==> src/rtl/oob_pkg.sv <==
package oob_pkg;

  typedef enum logic [1:0] {
    SEQ_IDLE  = 2'd0,
    SEQ_BURST = 2'd1,
    SEQ_GAP   = 2'd2
  } seq_state_t;

  localparam logic [1:0] PD_ACTIVE = 2'b00;
  localparam logic [1:0] PD_P2     = 2'b11;

  // divider code -> left shift applied to every base length
  function automatic logic [1:0] div_shift(input logic [1:0] code);
    case (code)
      2'b00:   return 2'd0;
      2'b01:   return 2'd1;
      default: return 2'd2;
    endcase
  endfunction

endpackage

==> src/rtl/oob_len_calc.sv <==
module oob_len_calc #(
  parameter int BURST_BASE     = 4,
  parameter int RESET_GAP_BASE = 12,
  parameter int WAKE_GAP_BASE  = 4,
  parameter int LEN_W          = 6
) (
  input  logic             type_i,
  input  logic [1:0]       shift_i,
  output logic [LEN_W-1:0] burst_len_o,
  output logic [LEN_W-1:0] gap_len_o
);

  localparam logic [LEN_W-1:0] BURST_L = LEN_W'(BURST_BASE);
  localparam logic [LEN_W-1:0] RGAP_L  = LEN_W'(RESET_GAP_BASE);
  localparam logic [LEN_W-1:0] WGAP_L  = LEN_W'(WAKE_GAP_BASE);

  always_comb begin
    burst_len_o = BURST_L << shift_i;
    gap_len_o   = (type_i ? WGAP_L : RGAP_L) << shift_i;
  end

endmodule

==> src/rtl/oob_com_seq.sv <==
module oob_com_seq
  import oob_pkg::*;
#(
  parameter int BURST_BASE     = 4,
  parameter int RESET_GAP_BASE = 12,
  parameter int WAKE_GAP_BASE  = 4,
  parameter int LEN_W          = 6
) (
  input  logic       clk,
  input  logic       rst_n,
  input  logic       abort_i,
  input  logic       accept_i,
  input  logic       type_i,
  input  logic [3:0] count_i,
  input  logic [1:0] shift_i,
  output logic       burst_o,
  output logic       busy_o,
  output logic       done_o
);

  seq_state_t       state_q;
  logic [LEN_W-1:0] cnt_q;
  logic [3:0]       left_q;
  logic             type_q;
  logic [1:0]       shift_q;
  logic             done_q;

  logic [LEN_W-1:0] burst_len;
  logic [LEN_W-1:0] gap_len;
  logic [LEN_W-1:0] first_len;
  logic             cnt_end;

  // lengths of the running sequence come from captured settings
  oob_len_calc #(
    .BURST_BASE    (BURST_BASE),
    .RESET_GAP_BASE(RESET_GAP_BASE),
    .WAKE_GAP_BASE (WAKE_GAP_BASE),
    .LEN_W         (LEN_W)
  ) u_run_len (
    .type_i     (type_q),
    .shift_i    (shift_q),
    .burst_len_o(burst_len),
    .gap_len_o  (gap_len)
  );

  // first burst length comes from the settings at acceptance
  logic [LEN_W-1:0] unused_gap;
  oob_len_calc #(
    .BURST_BASE    (BURST_BASE),
    .RESET_GAP_BASE(RESET_GAP_BASE),
    .WAKE_GAP_BASE (WAKE_GAP_BASE),
    .LEN_W         (LEN_W)
  ) u_first_len (
    .type_i     (type_i),
    .shift_i    (shift_i),
    .burst_len_o(first_len),
    .gap_len_o  (unused_gap)
  );

  assign cnt_end = (cnt_q == '0);

  always_ff @(posedge clk or negedge rst_n) begin
    if (!rst_n) begin
      state_q <= SEQ_IDLE;
      cnt_q   <= '0;
      left_q  <= '0;
      type_q  <= 1'b0;
      shift_q <= 2'd0;
      done_q  <= 1'b0;
    end else begin
      done_q <= 1'b0;
      if (abort_i) begin
        state_q <= SEQ_IDLE;
        cnt_q   <= '0;
      end else begin
        case (state_q)
          SEQ_IDLE: begin
            if (accept_i) begin
              state_q <= SEQ_BURST;
              cnt_q   <= first_len - 1'b1;
              left_q  <= count_i - 4'd1;   // 0 wraps to 15: sixteen bursts
              type_q  <= type_i;
              shift_q <= shift_i;
            end
          end
          SEQ_BURST: begin
            if (cnt_end) begin
              state_q <= SEQ_GAP;
              cnt_q   <= gap_len - 1'b1;
            end else begin
              cnt_q <= cnt_q - 1'b1;
            end
          end
          SEQ_GAP: begin
            if (cnt_end) begin
              if (left_q == 4'd0) begin
                state_q <= SEQ_IDLE;
                done_q  <= 1'b1;
              end else begin
                state_q <= SEQ_BURST;
                cnt_q   <= burst_len - 1'b1;
                left_q  <= left_q - 4'd1;
              end
            end else begin
              cnt_q <= cnt_q - 1'b1;
            end
          end
          default: state_q <= SEQ_IDLE;
        endcase
      end
    end
  end

  assign burst_o = (state_q == SEQ_BURST);
  assign busy_o  = (state_q != SEQ_IDLE);
  assign done_o  = done_q;

endmodule

==> src/rtl/oob_beacon.sv <==
module oob_beacon
  import oob_pkg::*;
(
  input  logic       clk,
  input  logic       rst_n,
  input  logic       enable_i,
  input  logic       elec_idle_i,
  input  logic [1:0] pd_i,
  output logic       beacon_o
);

  logic beacon_q;

  always_ff @(posedge clk or negedge rst_n) begin
    if (!rst_n) beacon_q <= 1'b0;
    else        beacon_q <= enable_i && (pd_i == PD_P2) && !elec_idle_i;
  end

  assign beacon_o = beacon_q;

endmodule

==> src/rtl/oob_beacon_gen.sv <==
module oob_beacon_gen
  import oob_pkg::*;
#(
  parameter int BURST_BASE     = 4,
  parameter int RESET_GAP_BASE = 12,
  parameter int WAKE_GAP_BASE  = 4
) (
  input  logic       clk,
  input  logic       rst_n,
  input  logic       mode_pcie,
  input  logic [1:0] pwr_down,
  input  logic       elec_idle,
  input  logic       com_start,
  input  logic       com_type,
  input  logic [3:0] burst_num,
  input  logic [1:0] div_sel,
  output logic       line_burst,
  output logic       com_busy,
  output logic       com_done
);

  localparam int MAX_BASE = (RESET_GAP_BASE > WAKE_GAP_BASE)
                          ? ((RESET_GAP_BASE > BURST_BASE) ? RESET_GAP_BASE : BURST_BASE)
                          : ((WAKE_GAP_BASE > BURST_BASE) ? WAKE_GAP_BASE : BURST_BASE);
  localparam int LEN_W = $clog2(MAX_BASE * 4 + 1);

  logic accept;
  logic seq_burst;
  logic seq_busy;
  logic seq_done;
  logic beacon;

  assign accept = com_start && !mode_pcie && elec_idle &&
                  (pwr_down == PD_ACTIVE) && !seq_busy;

  oob_com_seq #(
    .BURST_BASE    (BURST_BASE),
    .RESET_GAP_BASE(RESET_GAP_BASE),
    .WAKE_GAP_BASE (WAKE_GAP_BASE),
    .LEN_W         (LEN_W)
  ) u_seq (
    .clk     (clk),
    .rst_n   (rst_n),
    .abort_i (mode_pcie),
    .accept_i(accept),
    .type_i  (com_type),
    .count_i (burst_num),
    .shift_i (div_shift(div_sel)),
    .burst_o (seq_burst),
    .busy_o  (seq_busy),
    .done_o  (seq_done)
  );

  oob_beacon u_beacon (
    .clk        (clk),
    .rst_n      (rst_n),
    .enable_i   (mode_pcie),
    .elec_idle_i(elec_idle),
    .pd_i       (pwr_down),
    .beacon_o   (beacon)
  );

  assign line_burst = mode_pcie ? beacon : seq_burst;
  assign com_busy   = seq_busy;
  assign com_done   = seq_done;

endmodule

==> config.mk <==
export PLATFORM = sky130hd
export DESIGN_NAME = oob_beacon_gen
export DESIGN_NICKNAME = d
export VERILOG_FILES = /design/src/rtl/oob_pkg.sv /design/src/rtl/oob_len_calc.sv /design/src/rtl/oob_com_seq.sv /design/src/rtl/oob_beacon.sv /design/src/rtl/oob_beacon_gen.sv
export SDC_FILE = /design/constraint.sdc
export NUM_CORES = 1
export LEC_CHECK = 0
export CAP_MARGIN = 20
export CORE_ASPECT_RATIO = 1.75
export CORE_MARGIN = 10
export CORE_UTILIZATION = 31
export CTS_CLUSTER_SIZE = 24
export DETAILED_ROUTE_END_ITERATION = 12
export HOLD_SLACK_MARGIN = 0.1
export PLACE_DENSITY = 0.48
export SYNTH_ARGS = -nofsm -noshare
export SYNTH_HDL_FRONTEND = slang
export SYNTH_HIERARCHICAL = 1
export SYNTH_SLANG_ARGS = --single-unit
export TNS_END_PERCENT = 10
==> constraint.sdc <==
create_clock -name clk -period 1.8 [get_ports clk]
set_input_delay 0.54 -clock clk [delete_from_list [all_inputs] [get_ports clk]]
set_output_delay 0.54 -clock clk [all_outputs]
set_load 0.05 [all_outputs]
# After elaboration in Yosys (flattened, before gate mapping)
# Cells that the tools add are included.
[classes] n_bitwise=1 shifts=3 n_mux=23 n_addsub=6 reduce_logical=21 n_eq_ne=11
[op_table] operator="$mux 6" count=5
[op_table] operator="$sub 6x1->6 const B" count=4
[op_table] operator="$pmux 6 s3" count=1
[op_table] operator="$mux 4" count=4
[op_table] operator="$shl 3x2->6 const A" count=2
[op_table] operator="$reduce_and 3->1" count=3
[op_table] operator="$mux 2" count=4
[op_table] operator="$pmux 4 s2" count=1
[op_table] operator="$sub 4x1->4 const B" count=2
[op_table] operator="$logic_and 1x1->1" count=6
[op_table] operator="$logic_not 2->1" count=3
[op_table] operator="$logic_not 6->1" count=1
[op_table] operator="$mux 1" count=6
[op_table] operator="$ne 3x2->1 const B" count=2
[op_table] operator="$pmux 2 s3" count=1
[op_table] operator="$shl 4x2->6" count=1
[op_table] operator="$reduce_and 5->1" count=1
[op_table] operator="$eq 2x1->1 const B" count=2
[op_table] operator="$eq 2x2->1 const B" count=2
[op_table] operator="$logic_not 4->1" count=1
[op_table] operator="$ne 2x2->1 const B" count=2
[op_table] operator="$ne 4x4->1 const B" count=1
[op_table] operator="$pmux 2 s2" count=1
[op_table] operator="$reduce_bool 2->1" count=2
[op_table] operator="5 further kinds" count=7
[word_totals] ff_bits=17

# Depth between registers and ports, before layout
[logic_depth] depth_word=8 ltp_mapped=10 depth_no_buf=9

# By module
# Netlist, hierarchy kept.
[by_module_without_submodules] mod="oob_com_seq" instances=1 cells_per_inst=159 area_each_um2=1392.6 seq_area_each_um2=400.4
[by_module_without_submodules] mod="oob_len_calc" instances=2 cells_per_inst=15 area_each_um2=93.8 seq_area_each_um2=0.0
[by_module_without_submodules] mod="oob_beacon_gen" instances=1 cells_per_inst=5 area_each_um2=46.3 seq_area_each_um2=0.0
[by_module_without_submodules] mod="oob_beacon" instances=1 cells_per_inst=2 area_each_um2=35.0 seq_area_each_um2=25.0

# Worst setup path before layout
# No wires, ideal clock.
[synth_timing] kind="register to register" from="register u_seq.state_q[0]" to="register u_seq.cnt_q[5]" t_arrival_ps=2109 path_buffers=1 slack_ps=-437 stages_incl_launch_ff=11 path_cell_list="dfrtp_1 -> inv_1 -> ha_1 -> inv_1 -> nor3_2 -> nor2b_1 -> a21oi_1 -> and3b_1 -> buf_2 -> a31o_1 -> o21bai_1"
[synth_via] elab_chain_len=5
[synth_lines] item="start: declaration" line_no="oob_com_seq.sv:21" text="seq_state_t state_q;"
[synth_lines] item="start signal: assignment" line_no="oob_com_seq.sv:64" text="state_q <= SEQ_IDLE;"
[synth_lines] item="start signal: assignment" line_no="oob_com_seq.sv:73" text="state_q <= SEQ_IDLE;"
[synth_lines] item="start signal: assignment" line_no="oob_com_seq.sv:79" text="state_q <= SEQ_BURST;"
[synth_lines] item="$reduce_bool 2->1" line_no="oob_com_seq.sv:115" text="assign busy_o = (state_q != SEQ_IDLE);"
[synth_lines] item="net com_busy" line_no="oob_beacon_gen.sv:18" text="output logic com_busy,"
[synth_lines] item="$logic_not 1->1" line_no="oob_beacon_gen.sv:34" text="(pwr_down == PD_ACTIVE) && !seq_busy;"
[synth_lines] item="$logic_and 1x1->1" line_no="oob_beacon_gen.sv:34"
[synth_lines] item="net accept" line_no="oob_beacon_gen.sv:27" text="logic accept;"
[synth_lines] item="$ne 3x3->1 (no line)"
[synth_lines] item="$reduce_and 3->1 (no line)"
[synth_lines] item="end signal: assignment" line_no="oob_com_seq.sv:91" text="cnt_q <= cnt_q - 1'b1;"
[synth_lines] item="end signal: assignment" line_no="oob_com_seq.sv:101" text="cnt_q <= burst_len - 1'b1;"
[synth_lines] item="end signal: assignment" line_no="oob_com_seq.sv:105" text="cnt_q <= cnt_q - 1'b1;"
[synth_lines] item="end: declaration" line_no="oob_com_seq.sv:22" text="logic [LEN_W-1:0] cnt_q;"
# The timed path passes the listed nets, and every way through them passes these cells.
# A chain may end at the register's enable or synchronous reset.

# Worst setup path in the final report
[layout_timing] from="register u_seq.state_q[1]" to="output line_burst"
[layout_via] elab_chain_len=2
[layout_lines] item="$eq 2x1->1" line_no="oob_com_seq.sv:114" text="assign burst_o = (state_q == SEQ_BURST);"
[layout_lines] item="net seq_burst" line_no="oob_beacon_gen.sv:28" text="logic seq_burst;"
[layout_lines] item="$mux 1" line_no="oob_beacon_gen.sv:63" text="assign line_burst = mode_pcie ? beacon : seq_burst;"
[layout_lines] item="end: declaration" line_no="oob_beacon_gen.sv:17" text="output logic line_burst,"
# The timed path passes the listed nets, and every way through them passes these cells.

==> impl_metrics.json <==
{
  "critical_path_class": "reg2out",
  "cts_hold_buf": 0,
  "dpl.hpwl_um": 3890,
  "cts_tree": "done",
  "area_delta_synth_final_pct": 47.8,
  "ant_nets": 0,
  "r2r-end": "u_seq/cnt_q[3]",
  "cap_violations": 0,
  "cts_buffer_depth": 2,
  "vias_per_cell": 5.16,
  "multi_input_area_um2": 1200,
  "post-route-util_pct": 47.5,
  "slew_violations": 0,
  "grt_pass1_wl_um": 8040,
  "holdPathStages": 2,
  "io_buffers": 16,
  "drt_iter0_markers": 54,
  "globalRouteOverflowTotal": 0,
  "clockRootBuffer": "clkbuf_8",
  "arrival_ns": 1.50,
  "rows": 34,
  "start_kind": "flop",
  "min_path_type": "reg2reg",
  "hold_slack_ns": 0.568,
  "die_w_um": 74.5,
  "final.min_clock_period_ns": 2.04,
  "p_per_area_nw_per_um2": 1120,
  "diodes": 0,
  "synthesis.area_um2": 1610,
  "synthCells": 188,
  "num_vias": 1580,
  "start_util_pct": 32.1,
  "final-setup-viol-count": 12,
  "clock.fmax_mhz": 490,
  "fin_skew_ns": 0.00150,
  "core_area_um2": 5020,
  "final_nets": 277,
  "crit_path_end_kind": "primary output",
  "placed_cells": 295,
  "r2r_cells": 9,
  "worstHoldEndpoint": "u_seq/left_q[1]",
  "wl_um": 4880,
  "synth_warnings": 6,
  "numCtsBuffers": 3,
  "gp_congestion": 0.853,
  "finalNonFillerCells": 306,
  "remaining_drc_errors": 0,
  "r2r_setup_slack_ns": -0.20,
  "area.sequential_um2": 425,
  "grt_antenna_before_repair": 0,
  "totalPowerFinal_mw": 2.67,
  "wl_per_cell_um": 15.9,
  "status": "finished with violations",
  "finalWorstSetupSlack_ns": -0.239,
  "tns_ns": -1.34,
  "startpoint": "u_seq/state_q[1]",
  "die_h_um": 115,
  "hold_violations": 0,
  "period_share_pct": 113,
  "ios": 17,
  "syn_avg_cell_area_um2": 8.57,
  "cp_max_fo": 2,
  "max-vdd-ir-drop_mv": 0.534,
  "grt_max_degree": 18,
  "worstHoldStart": "u_seq/left_q[1]",
  "grtUsageTotal_pct": 12.0,
  "p_leak_nw": 1.08,
  "fillers": 509,
  "r2r-start": "u_seq/cnt_q[0]",
  "layout-drive-gt1-share_pct": 39.3,
  "cts.reportedPaths.clkPinSlew_ns": 0.07,
  "rsz0062_at_grt": "true",
  "die_area_um2": 8600,
  "cts_sinks": 17,
  "violations": "setup timing",
  "cts_htree_levels": 1,
  "drt_pass1_iterations": 4,
  "insertion_delay_ns": 0.25,
  "first_global_vias": 1826,
  "critPathRequiredTime_ns": 1.26
}
==> sequential cells by signal, indices dropped and copies added (netlist names) <==
signal	cells
u_seq/shift_q	2
u_seq/done_o	1
u_seq/cnt_q	6
u_seq/left_q	4
u_seq/type_q	1
u_seq/state_q	2
u_beacon/beacon_o	1
==> worst max-delay path by stage <==
| stage | endpoint | slack, ns | cells past startpoint |
|---|---|---|---|
| 5_1_grt | line_burst | -0.28 | 6 |
| 3_3_place_gp | u_seq/left_q[2] | -0.61 | 8 |
| 3_5_place_dp | u_seq/left_q[2] | -0.69 | 8 |
| 4_1_cts | line_burst | -0.23 | 6 |
| 2_1_floorplan | u_seq/cnt_q[5] | -0.44 | 10 |
| 6_report | line_burst | -0.24 | 6 |
==> through the flow <==
| step | area (µm²) | setup WS, ns |
|---|---|---|
| global placement | 2140 | -0.606 |
| detailed placement | 2140 | -0.692 |
| CTS | 2320 | -0.231 |
| finish | 2380 | -0.239 |
| floorplan | 1630 | -0.437 |
| global route | 2380 | -0.280 |
==> placed cells by master, fill, tap and decap left out, types with 3 or more instances in the layout <==
cell	n
clkdlybuf4s50_1	7
nor3_1	4
nor2_1	11
o21ai_1	4
a21oi_2	3
inv_2	5
xor2_1	7
ha_1	6
nor3b_1	5
buf_6	5
inv_1	8
a211oi_1	3
clkbuf_8	3
nand2_1	11
xnor2_1	7
buf_4	49
a21oi_1	6
mux2_2	4
dlygate4sd2_1	4
a32o_1	3
o21ai_0	3
dfrtp_1	17
nor2b_1	4
conb_1	6
a21o_1	4
==> layout make-up <==
class                   instances  area share, %
clock buffers                   3           1.73
clock inverters                 1          0.210
inverters                      14           2.21
multi-input cells             147           50.2
flip-flops and latches         17           17.9
well taps                      54           2.84
repair buffers                 70           24.9
==> critical path: stages (launching register included) <==
cell and delay, ns:
dfrtp_1 0.38, inv_2 0.07, buf_6 0.12, ha_4 0.15, buf_6 0.11, mux2_4 0.27, buf_8 0.15
==> routing by layer <==
layer / wire length (µm) / up-vias / global-route usage (%)
met5: 0 / - / 0
met4: 83 / 0 / 5.58
met3: 120 / 6 / 1.38
met2: 3030 / 21 / 25.3
met1: 1650 / 764 / 10.1
li1: - / 789 / -
==> where the power goes <==
group	total [mW]	internal (mW)	switching [mW]
sequential	0.604	0.489	0.115
clock	0.297	0.154	0.143
combinational	1.77	0.917	0.848
==> what timing repair did <==
action,4_1_cts,5_1_grt
pin swaps,11,5
gates resized for setup,44,14
endpoints found under the hold margin,0,0
gates cloned,0,0
setup buffers,7,0
setup endpoints to repair,13,14
Note: power is estimated with default switching activity, not from simulation.
